==> config.mk <==
export PLATFORM = sky130hd
export DESIGN_NAME = pwm_acc_gen
export DESIGN_NICKNAME = d
export VERILOG_FILES = /design/src/rtl/pwm_acc_pkg.sv /design/src/rtl/pwm_acc_regs.sv /design/src/rtl/pwm_acc_phase.sv /design/src/rtl/pwm_acc_stage.sv /design/src/rtl/pwm_acc_cmp.sv /design/src/rtl/pwm_acc_gen.sv
export SDC_FILE = /design/constraint.sdc
export NUM_CORES = 1
export LEC_CHECK = 0
export BUFFER_PORTS_ARGS = -buffer_cell sky130_fd_sc_hd__clkbuf_2
export CAP_MARGIN = 30
export CORE_MARGIN = 2
export CORE_UTILIZATION = 56
export DETAILED_ROUTE_END_ITERATION = 16
export PLACE_DENSITY = 0.81
export SYNTH_ARGS = -nofsm -noshare
export SYNTH_HDL_FRONTEND = slang
export SYNTH_SLANG_ARGS = --single-unit
export TNS_END_PERCENT = 50
==> constraint.sdc <==
create_clock -name clk -period 2.6 [get_ports clk]
set_clock_uncertainty 0.05 [all_clocks]
set_input_delay 0.13 -clock clk [delete_from_list [all_inputs] [get_ports clk]]
set_output_delay 0.13 -clock clk [all_outputs]
set_load 0.01 [all_outputs]
==> src/rtl/pwm_acc_pkg.sv <==
package pwm_acc_pkg;
   localparam int CTRL_W  = 32;
   localparam int EN_POS  = 31;
   localparam int UPD_POS = 30;

   typedef enum logic {
      OUT_DIRECT  = 1'b0,
      OUT_RETIMED = 1'b1
   } out_mode_e;

   // Lowest bit of the increment field: it sits right above the threshold.
   function automatic int inc_lsb(input int thr_w);
      return thr_w;
   endfunction
endpackage

==> src/rtl/pwm_acc_regs.sv <==
module pwm_acc_regs
   import pwm_acc_pkg::*;
#(
   parameter int ACC_W  = 16,
   parameter int THR_W  = 8,
   parameter int ADDR_W = 4
) (
   input  logic              clk,
   input  logic              rst_n,
   input  logic              we_i,
   input  logic [ADDR_W-1:0] addr_i,
   input  logic [CTRL_W-1:0] wdata_i,
   output logic [CTRL_W-1:0] rdata_o,
   input  logic              wrap_i,
   input  logic              act_zero_i,
   output logic              en_o,
   output logic              pend_o,
   output logic [ACC_W-1:0]  sh_inc_o,
   output logic [THR_W-1:0]  sh_thr_o,
   output logic              apply_o
);
   localparam int INC_LO = inc_lsb(THR_W);
   localparam int INC_HI = INC_LO + ACC_W - 1;

   logic             sel, wr, upd_wr;
   logic             en_q, pend_q;
   logic [ACC_W-1:0] sh_inc_q;
   logic [THR_W-1:0] sh_thr_q;
   logic [CTRL_W-1:0] rd;

   assign sel    = (addr_i == '0);
   assign wr     = we_i & sel;
   assign upd_wr = wr & wdata_i[UPD_POS];

   // A request is applied on a boundary, or at once when no boundary can come.
   assign apply_o = pend_q & (~en_q | wrap_i | act_zero_i);

   always_ff @(posedge clk) begin
      if (!rst_n) begin
         en_q     <= 1'b0;
         pend_q   <= 1'b0;
         sh_inc_q <= '0;
         sh_thr_q <= '0;
      end else begin
         if (wr) begin
            en_q     <= wdata_i[EN_POS];
            sh_inc_q <= wdata_i[INC_HI:INC_LO];
            sh_thr_q <= wdata_i[THR_W-1:0];
         end
         if (upd_wr)       pend_q <= 1'b1;
         else if (apply_o) pend_q <= 1'b0;
      end
   end

   always_comb begin
      rd                 = '0;
      rd[EN_POS]         = en_q;
      rd[UPD_POS]        = pend_q;
      rd[INC_HI:INC_LO]  = sh_inc_q;
      rd[THR_W-1:0]      = sh_thr_q;
      rdata_o            = sel ? rd : '0;
   end

   generate
      if (INC_HI + 1 < UPD_POS) begin : g_spare
         logic unused_spare_bits;
         assign unused_spare_bits = ^wdata_i[UPD_POS-1:INC_HI+1];
      end
   endgenerate

   assign en_o     = en_q;
   assign pend_o   = pend_q;
   assign sh_inc_o = sh_inc_q;
   assign sh_thr_o = sh_thr_q;

   // an applied request leaves nothing pending unless re-requested.
   a_r7_pend_clears: assert property (@(posedge clk) disable iff (!rst_n)
      (pend_q && apply_o && !upd_wr) |=> !pend_q);
   // a stopped block never keeps a request beyond one clock.
   a_r8_idle_apply: assert property (@(posedge clk) disable iff (!rst_n)
      (pend_q && !en_q && !upd_wr) |=> !pend_q);
   // writes elsewhere leave the register alone.
   a_r3_no_stray_write: assert property (@(posedge clk) disable iff (!rst_n)
      (we_i && !sel) |=> ($stable(en_q) && $stable(sh_inc_q) && $stable(sh_thr_q)));
endmodule

==> src/rtl/pwm_acc_phase.sv <==
module pwm_acc_phase #(
   parameter int ACC_W = 16,
   parameter int THR_W = 8
) (
   input  logic             clk,
   input  logic             rst_n,
   input  logic             en_i,
   input  logic [ACC_W-1:0] inc_i,
   output logic [THR_W-1:0] acc_hi_o,
   output logic             wrap_o
);
   logic [ACC_W-1:0] acc_q;
   logic [ACC_W:0]   sum;

   assign sum      = {1'b0, acc_q} + {1'b0, inc_i};
   assign wrap_o   = en_i & sum[ACC_W];
   assign acc_hi_o = acc_q[ACC_W-1 -: THR_W];

   always_ff @(posedge clk) begin
      if (!rst_n)    acc_q <= '0;
      else if (en_i) acc_q <= sum[ACC_W-1:0];
   end

   // a stopped accumulator holds its phase.
   a_r4_frozen: assert property (@(posedge clk) disable iff (!rst_n)
      !en_i |=> $stable(acc_q));
   // a running accumulator advances by the increment, modulo 2^ACC_W.
   a_r4_advance: assert property (@(posedge clk) disable iff (!rst_n)
      en_i |=> (ACC_W'(acc_q - $past(acc_q)) == $past(inc_i)));
endmodule

==> src/rtl/pwm_acc_stage.sv <==
module pwm_acc_stage #(
   parameter int ACC_W = 16,
   parameter int THR_W = 8
) (
   input  logic             clk,
   input  logic             rst_n,
   input  logic             apply_i,
   input  logic             pend_i,
   input  logic [ACC_W-1:0] sh_inc_i,
   input  logic [THR_W-1:0] sh_thr_i,
   output logic [ACC_W-1:0] act_inc_o,
   output logic [THR_W-1:0] act_thr_o,
   output logic             act_zero_o
);
   logic [ACC_W-1:0] act_inc_q;
   logic [THR_W-1:0] act_thr_q;

   always_ff @(posedge clk) begin
      if (!rst_n) begin
         act_inc_q <= '0;
         act_thr_q <= '0;
      end else if (apply_i) begin
         act_inc_q <= sh_inc_i;
         act_thr_q <= sh_thr_i;
      end
   end

   assign act_inc_o  = act_inc_q;
   assign act_thr_o  = act_thr_q;
   assign act_zero_o = (act_inc_q == '0);

   // active settings move only on an apply edge.
   a_r6_hold: assert property (@(posedge clk) disable iff (!rst_n)
      !apply_i |=> ($stable(act_inc_q) && $stable(act_thr_q)));
   // an apply only happens for a pending request.
   a_r6_needs_request: assert property (@(posedge clk) disable iff (!rst_n)
      apply_i |-> pend_i);
endmodule

==> src/rtl/pwm_acc_cmp.sv <==
module pwm_acc_cmp
   import pwm_acc_pkg::*;
#(
   parameter int        THR_W    = 8,
   parameter out_mode_e OUT_MODE = OUT_DIRECT
) (
   input  logic             clk,
   input  logic             rst_n,
   input  logic             en_i,
   input  logic [THR_W-1:0] acc_hi_i,
   input  logic [THR_W-1:0] thr_i,
   output logic             pwm_o
);
   logic hit;
   assign hit = en_i & (acc_hi_i < thr_i);

   generate
      if (OUT_MODE == OUT_RETIMED) begin : g_retimed
         logic pwm_q;
         always_ff @(posedge clk) begin
            if (!rst_n) pwm_q <= 1'b0;
            else        pwm_q <= hit;
         end
         assign pwm_o = pwm_q;
         // one clock after a stopped cycle the output is low.
         a_r11_off_low: assert property (@(posedge clk) disable iff (!rst_n)
            !en_i |=> !pwm_o);
      end else begin : g_direct
         assign pwm_o = hit;
         // a zero threshold never drives the output high.
         a_r5_zero_low: assert property (@(posedge clk) disable iff (!rst_n)
            (thr_i == '0) |-> !pwm_o);
         // a stopped block keeps the output low.
         a_r4_off_low: assert property (@(posedge clk) disable iff (!rst_n)
            !en_i |-> !pwm_o);
      end
   endgenerate
endmodule

==> src/rtl/pwm_acc_gen.sv <==
module pwm_acc_gen
   import pwm_acc_pkg::*;
#(
   parameter int        ACC_W    = 16,
   parameter int        THR_W    = 8,
   parameter int        ADDR_W   = 4,
   parameter out_mode_e OUT_MODE = OUT_DIRECT
) (
   input  logic              clk,
   input  logic              rst_n,
   input  logic              reg_we,
   input  logic [ADDR_W-1:0] reg_addr,
   input  logic [31:0]       reg_wdata,
   output logic [31:0]       reg_rdata,
   output logic              pwm_o
);
   generate
      if (THR_W + ACC_W > UPD_POS) begin : g_bad_fields
         $error("pwm_acc_gen: increment and threshold fields overlap control bits");
      end
      if (THR_W > ACC_W) begin : g_bad_thr
         $error("pwm_acc_gen: threshold wider than accumulator");
      end
      if (ADDR_W < 1) begin : g_bad_addr
         $error("pwm_acc_gen: ADDR_W must be at least 1");
      end
   endgenerate

   logic             en, pend, apply, wrap, act_zero;
   logic [ACC_W-1:0] sh_inc, act_inc;
   logic [THR_W-1:0] sh_thr, act_thr, acc_hi;

   pwm_acc_regs #(.ACC_W(ACC_W), .THR_W(THR_W), .ADDR_W(ADDR_W)) u_regs (
      .clk        (clk),
      .rst_n      (rst_n),
      .we_i       (reg_we),
      .addr_i     (reg_addr),
      .wdata_i    (reg_wdata),
      .rdata_o    (reg_rdata),
      .wrap_i     (wrap),
      .act_zero_i (act_zero),
      .en_o       (en),
      .pend_o     (pend),
      .sh_inc_o   (sh_inc),
      .sh_thr_o   (sh_thr),
      .apply_o    (apply)
   );

   pwm_acc_stage #(.ACC_W(ACC_W), .THR_W(THR_W)) u_stage (
      .clk        (clk),
      .rst_n      (rst_n),
      .apply_i    (apply),
      .pend_i     (pend),
      .sh_inc_i   (sh_inc),
      .sh_thr_i   (sh_thr),
      .act_inc_o  (act_inc),
      .act_thr_o  (act_thr),
      .act_zero_o (act_zero)
   );

   pwm_acc_phase #(.ACC_W(ACC_W), .THR_W(THR_W)) u_phase (
      .clk      (clk),
      .rst_n    (rst_n),
      .en_i     (en),
      .inc_i    (act_inc),
      .acc_hi_o (acc_hi),
      .wrap_o   (wrap)
   );

   pwm_acc_cmp #(.THR_W(THR_W), .OUT_MODE(OUT_MODE)) u_cmp (
      .clk      (clk),
      .rst_n    (rst_n),
      .en_i     (en),
      .acc_hi_i (acc_hi),
      .thr_i    (act_thr),
      .pwm_o    (pwm_o)
   );
endmodule

After elaboration in Yosys (flattened, before gate mapping). Cells that the tools add are included.

Latch bits: 0. Memories: 0. Bits in registers: 66. Bits of input ports: 39. Bits in read-only memories: 0. Word-level logic and storage cells: 23. RAM bits: 0.

Shifts and indexed selects: 0. Mux-type cells: 3. Divide/modulo/power cells: 0. Equal/unequal tests: 0. Bitwise operators: 8. Multipliers: 0. Magnitude comparators: 1. Reduce and logical (&&, ||, !) cells: 3. $add $sub $neg: 1.

Operators with widths (number): $mux 32 (1); $add 16x16->17 (1); $logic_not 16->1 (1); $lt 8x8->1 (1); $and 1x1->1 (5); $logic_not 4->1 (1); $mux 1 (2); $or 1x1->1 (2); $reduce_bool 2->1 (1); $not 1->1 (1).

Logic depth before layout (Yosys ltp). Gate-level depths: netlist (run 1).

Depth after elaboration: 7. Depth in mapped cells: 10. Depth with buffers taken out: 8.

Cells and area by module. Synthesis (run 1) repeated with hierarchy kept, for this count alone.

Cell total of the unflattened synthesis: 422. Area, all modules: 3846.2 sq um.

Modules (own cells, without submodules): pwm_acc_phase (cells an instance 163, times used 1, area an instance 1417.6 sq um, sequential area each 320.3 sq um); pwm_acc_regs (cells an instance 151, times used 1, area an instance 1281.2 sq um, sequential area each 520.5 sq um); pwm_acc_stage (cells an instance 82, times used 1, area an instance 963.4 sq um, sequential area each 480.5 sq um); pwm_acc_cmp (cells an instance 26, times used 1, area an instance 183.9 sq um, sequential area each 0.0 sq um).

Worst setup path after synthesis (run 1). Ideal clock, no wire load.

Kind: reg-to-reg. From: register u_stage.act_inc_q[0], in the netlist u_stage.act_inc_o[0]. To: register u_stage.act_inc_q[10], in the netlist u_stage.act_inc_o[10]. Setup slack: 421 ps. Buffers on the path: 2. Cell stages (with the launch flop): 11. Library setup time: 118 ps. Data arrival time: 2011 ps. Clock period less this slack: 2179 ps. Path through: dfxtp_1 -> ha_1 -> fa_1 -> a21oi_1 -> nand4b_1 -> a21oi_2 -> o211ai_1 -> a21boi_2 -> buf_6 -> buf_12 -> mux2i_1.

Word-level cells in the longest chain between the ends: 5. Elaborated cells between the ends (all ways): 6. Those cells by class: 1 x add/sub; 4 x bitwise; 1 x reduce/logical.

RTL lines: start, declared (RTL line pwm_acc_stage.sv:15) `logic [ACC_W-1:0] act_inc_q;`; start signal, assigned (RTL line pwm_acc_stage.sv:23) `act_inc_q <= sh_inc_i;`; $add 16x16->17 (RTL line pwm_acc_phase.sv:15) `assign sum = {1'b0, acc_q} + {1'b0, inc_i};`; $and 1x1->1 (RTL line pwm_acc_phase.sv:16) `assign wrap_o = en_i & sum[ACC_W];`; $or 1x1->1 (RTL line pwm_acc_regs.sv:36) `assign apply_o = pend_q & (~en_q | wrap_i | act_zero_i);`; $or 1x1->1 * (RTL line pwm_acc_regs.sv:36); $and 1x1->1 * (RTL line pwm_acc_regs.sv:36).

Mark *: on every way between the ends. The rest lies on a longest branch, timed or not. A chain may end at the register's enable or synchronous reset.

Worst setup path after layout (run 1).
From: register u_stage.act_inc_q[0], in the netlist u_stage.act_inc_o[0]. To: register u_stage.act_inc_q[14], in the netlist u_stage.act_inc_o[14].

Same word-level chain as after synthesis.

==> impl_metrics.toml, run 1 <==
[run_status]
status = "completed"

[timing]
layout_setup_ws_ns = 0.2357
slew_headroom = 0.4376
setup_violations = 0
hold_viol = 0
slew_violations = 0
setup_tns_ns = 0
max_freq_ghz = 0.4230
rsz0062_at_grt = "false"
tightest_slew_ns = 0.8416
min_period_ns = 2.364
fin_crit_sh = 0.9094

[yosys]
ys_types = 52
synth-seq-area-share = 0.3556
synth_cells = 440
synth.top_cell.area_share = 0.3556
synth-edff-count = 0
synth_warnings = 0
synthesis.area_um2 = 3716
ys_ff_latch = 66
synthFlopType = "dfxtp_1"
avgSynthCellArea_um2 = 8.446
async_flop_share = 0
synth_area_leaders = "dfxtp_1 (36%), nand2_1 (11%), mux2i_1 (7.8%), ha_1 (7.7%), a21boi_0 (5.3%)"
yosys.area.top_type = "dfxtp_1"

[layout]
final_util = 0.6969
fillers = 445
synthToLayoutAreaGrowth_pct = 19.76
fin_area_um2 = 4451
drive_gt1_frac = 0.1667
layout_common_cells = "nand2_1 (110), dfxtp_1 (66), clkbuf_2 (59)"
nets = 581
n_antenna_cell = 0
layout_commonest_cell = "nand2_1"

[critical_path]
critPathCapture = "u_stage.act_inc_o[14]$_SDFFE_PN0P_"
setup.worst_path.class = "reg2reg"
cp-startpoint = "u_stage.act_inc_o[0]$_SDFFE_PN0P_"
critPathLaunchType = "flop"
reg2reg_to = "u_stage.act_inc_o[14]$_SDFFE_PN0P_"
cp.arrival_ns = 2.55
r2r_setup_slack_ns = 0.24
end_kind = "flop"
reg2reg_depth = 9
crit_fanout = 8
r2r-start = "u_stage.act_inc_o[0]$_SDFFE_PN0P_"
crit_required_ns = 2.78

[global_route]
grt_max_degree = 40
antenna_found_initial = 0
grt_pass1_vias = 3208
overflow = 0
track_usage = 0.2523
grt_pass1_wl_um = 14720

[detailed_routing]
wire_per_inst_um = 14.71
drt_iter0_markers = 188
ant_nets = 0
finalWirelength_um = 8812
dr.pass1.iters = 4
drc = 0
via_count = 3313
viasPerCell = 5.531

[hold_path]
min_path_type = "in2reg"

[power]
peakVddDrop_uv = 397.4
swShare = 0.2305
p_clk_frac = 0.433
leakagePower_nw = 1.786
p_sw_uw = 459.2
power.density_nw_per_um2 = 447.7
power_frac_comb = 0.056
pwr-share-seq = 0.512
p_int_mw = 1.533

[floorplanning]
core.rowCount = 29
die_w_um = 85.46
fp.dieH_um = 85.46
ios = 72
start_util = 0.5819
coreArea_um2 = 6386
die_area_um2 = 7303

[place]
place_ws_ns = 0.2367
io_buffers = 59
dpl.hpwl_um = 5782
place_congestion = 0.9663
dpl_cell_area_um2 = 4004

[cts]
cts_setup_buffers = 0
path_clk_slew_ns = 0.07
cts_root_buf = "clkbuf_8"
cts_tree = "built"
clock_path_buffers = 2
cts.sinks = 66
numCtsBuffers = 9
clk_latency_ns = 0.35
htree_levels = 3

[run]
cap_violations = 0
[worst min-delay path by stage]
stage / from / to / slack, ns / cells after the start
after global routing: reg_wdata[30] / u_regs.pend_o$_SDFFE_PN0P_ / 0.04 / 3
after detailed placement: reg_wdata[17] / u_regs.sh_inc_o[9]$_SDFFE_PN0P_ / 0.32 / 3
after global placement: reg_wdata[7] / u_regs.sh_thr_o[7]$_SDFFE_PN0P_ / 0.31 / 3
after CTS: reg_wdata[30] / u_regs.pend_o$_SDFFE_PN0P_ / 0.007 / 3
final: reg_wdata[30] / u_regs.pend_o$_SDFFE_PN0P_ / 0.02 / 3
after floorplan: reg_wdata[2] / u_regs.sh_thr_o[2]$_SDFFE_PN0P_ / 0.21 / 2
[Yosys cell counts, drive strengths merged (3+ instances only)]
library cell  count
o21a              3
buf              12
a21o              7
nand3             7
a21boi           29
nor2              6
nand2           110
xnor2             3
a21oi            18
nor3b             3
nand4             3
a31oi             3
inv              10
nor4              5
mux2i            29
nor3              3
and2             28
o21ai             9
xor2              4
clkbuf           17
nor2b            11
ha               23
dfxtp            66
o211ai            5
[cell type report]
class	count	area [µm²]	share of cell area
multi-input cells	339	2197	0.4937
flip-flops and latches	66	1321	0.2969
repair buffers	91	601.8	0.1352
clock buffers	10	137.6	0.03092
well taps	77	96.34	0.02165
clock inverters	5	55.05	0.01237
inverters	11	41.29	0.009277
[metal layers]
layer	vias up	global-route usage	wire [µm]
met5	-	0	0
met3	16	0.05837	400
li1	1656	-	-
met2	91	0.4162	4168
met1	1550	0.3228	4066
met4	0	0.09091	175
[sequential cells by signal, indices dropped and copies added, names as in the netlist]
signal and count:
u_phase.acc_q 16, u_regs.en_o 1, u_regs.pend_o 1, u_regs.sh_inc_o 16, u_regs.sh_thr_o 8, u_stage.act_inc_o 16
u_stage.act_thr_o 8
[stage by stage]
stage | total power [mW] | hold WS [ns] | cells
2_1_floorplan | 1.094 | 0.2148 | 445
3_3_place_gp | 1.119 | 0.3135 | 559
3_5_place_dp | 1.121 | 0.3216 | 559
4_1_cts | 1.997 | 0.007402 | 599
5_1_grt | 2.051 | 0.03518 | 599
6_report | 1.992 | 0.01678 | 599
[cells by family (layout without fill, tap and decap cells)]
group                      count (synthesis)  count (layout)  share of synthesized area
and+or+nand+nor                          186             186                     0.2381
AOI/OAI and AO/OA                         87              87                     0.1697
DFF                                       66              66                     0.3556
adders and majority gates                 24              24                    0.08283
muxes                                     29              29                    0.07811
other                                      1               6                   0.001009
buffers and inverters                     40             117                    0.05825
xor gates and xnor gates                   7               7                    0.01650
[worst max-delay path: stages, from the launching register on]
cell	delay (ns)
dfxtp_1	0.33
ha_1	0.23
fa_1	0.41
a21oi_1	0.20
nand4b_1	0.19
a21oi_2	0.10
o211ai_1	0.29
a21boi_2	0.12
buf_4	0.20
mux2i_1	0.13
[power by group through the flow]
stage	logic [mW]	registers [mW]	clock network, mW
finish	0.111	1.02	0.862
global route	0.121	1.02	0.910
floorplan	0.0521	1.04	0
CTS	0.107	1.02	0.870
detailed placement	0.0783	1.04	0
global placement	0.0767	1.04	0
[timing repair]
action | 4_1_cts | 5_1_grt
setup endpoints to repair | 0 | 1
resized for setup | 0 | 1
endpoints found under the hold margin | 25 | 0
hold buffers | 25 | 0
Note: power is estimated with default switching activity, not from simulation.
==> inputs of run 2 (changes only) <==
==> constraint.sdc (replaced) <==
create_clock -name clk -period 2.6 [get_ports clk]
set_clock_uncertainty 0.05 [all_clocks]
set_input_delay 0.26 -clock clk [delete_from_list [all_inputs] [get_ports clk]]
set_output_delay 0.26 -clock clk [all_outputs]
set_load 0.01 [all_outputs]
==> run 2 against run 1 <==
The run now ends with DRC left. Sequential cell count stayed put. Sequential power barely moved. First-iteration DRC count grew 24%. Via count shrank 3.7%. Global-route usage decreased by 0.64 points. Highest routed layer unchanged.
==> impl_metrics.toml, run 2 (synthesis gave the netlist of run 1 again) <==
[timing]
fin_crit_sh = 0.9278
slew_headroom = 0.4588
rsz0062_at_grt = "false"
min_period_ns = 2.412
hold_viol = 0
hold_ws_ns = 0.09603
max_freq_ghz = 0.4146
tightest_slew_ns = 0.8098
layout_setup_ws_ns = 0.1878
slew_violations = 0
setup_tns_ns = 0
setup_violations = 0

[place]
place_congestion = 0.9516
place_ws_ns = 0.2436
dpl.hpwl_um = 5898
io_buffers = 59
dp.cells = 559

[floorplanning]
core.rowCount = 29
die_w_um = 85.46
coreArea_um2 = 6386
die_area_um2 = 7303
start_util = 0.5819
ios = 72
fp.dieH_um = 85.46

[layout]
final_util = 0.6663
nets = 556
n_antenna_cell = 0
layout_commonest_cell = "nand2_1"
final_cell_count_no_fill = 575
drive_gt1_frac = 0.1767
fillers = 511
synthToLayoutAreaGrowth_pct = 14.51
layout_common_cells = "nand2_1 (110), dfxtp_1 (66), clkbuf_2 (59)"

[global_route]
grt_pass1_vias = 3154
grt_max_degree = 48
overflow = 0
track_usage = 0.2459
antenna_found_initial = 0
grt_pass1_wl_um = 14600

[cts]
htree_levels = 3
cts_setup_buffers = 0
ctsHoldBuffers = 0
cts_root_buf = "clkbuf_8"
path_clk_slew_ns = 0.08
clk_latency_ns = 0.34
cts_tree = "built"
numCtsBuffers = 9
cts_resized = 0
clock_path_buffers = 2
cts.sinks = 66

[critical_path]
r2r_setup_slack_ns = 0.20
critPathLaunchType = "flop"
end_kind = "primary output"
reg2reg_depth = 9
crit_required_ns = 2.29
setup.worst_path.class = "reg2out"
cp.arrival_ns = 2.10
crit_fanout = 2

[detailed_routing]
dr.pass1.iters = 10
drt_iter0_markers = 233
drc = 1
finalWirelength_um = 8249
ant_nets = 0
top_layer_used = "met4"
via_count = 3190
viasPerCell = 5.548
wl_met1_um = 3874
wire_per_inst_um = 14.35
wl_met3_um = 424
wl_met2_um = 3850

[hold_path]
holdPathStages = 3
min_path_type = "in2reg"

[run_status]
status = "complete, but fails checks"
failed_checks = "DRC"

[power]
swShare = 0.2101
peakVddDrop_uv = 511.7
power_frac_comb = 0.037
power.density_nw_per_um2 = 509.7
leakagePower_nw = 1.705
p_int_mw = 1.713
p_sw_uw = 455.7
p_clk_frac = 0.494
pwr-share-seq = 0.470

[run]
cap_violations = 0
-- run 2: changes by cell type in the layout (fill, tap and decap cells not counted) --
cell	previous run	this run
buf_4	6	7
buf_6	1	0
bufinv_16	1	3
clkinv_2	2	0
clkinv_4	0	1
dlygate4sd3_1	25	0
-- run 2: path summary, 6_finish.rpt --
check / start / end
setup / recovery: u_stage.act_thr_o[1]$_SDFFE_PN0P_ / pwm_o
hold / removal: reg_wdata[22] / u_regs.sh_inc_o[14]$_SDFFE_PN0P_
setup reg to reg: u_stage.act_inc_o[0]$_SDFFE_PN0P_ / u_stage.act_inc_o[11]$_SDFFE_PN0P_
hold reg to reg: u_stage.act_thr_o[1]$_SDFFE_PN0P_ / u_stage.act_thr_o[1]$_SDFFE_PN0P_
-- run 2: worst max-delay path, cell delays in order, from the launching register on --
cell and delay [ns]:
dfxtp_1 0.33, inv_1 0.05, ha_1 0.28, a21o_1 0.16, a21o_1 0.19, a211oi_1 0.23, o21bai_1 0.11, a31oi_1 0.24
clkbuf_2 0.18
-- run 2: metrics by stage --
stage	cell area, µm²	power, mW
floorplan	3735	1.094
global placement	4004	1.119
detailed placement	4004	1.121
CTS	4255	2.185
global route	4255	2.244
finish	4255	2.169
-- run 2: routing by layer --
layer	track usage	vias to the layer above
met5	0	-
met4	0.09524	0
met3	0.04961	12
met2	0.3892	92
met1	0.3303	1480
li1	-	1606
-- run 2: power by group through the flow --
stage	clock network [mW]	logic (mW)	registers, mW
after floorplan	0	0.0521	1.04
after global placement	0	0.0769	1.04
after detailed placement	0	0.0782	1.04
after CTS	1.09	0.0790	1.02
after global routing	1.14	0.0883	1.02
final	1.07	0.0792	1.02
-- run 2: final cells by class --
class	instances	area (µm²)	share of cell area
Tap cell	77	96.34	0.02264
Inverter	11	41.29	0.009703
Multi-Input combinational cell	339	2197	0.5163
Clock inverter	6	113.9	0.02676
Timing Repair Buffer	66	347.8	0.08174
Clock buffer	10	137.6	0.03234
Sequential cell	66	1321	0.3105
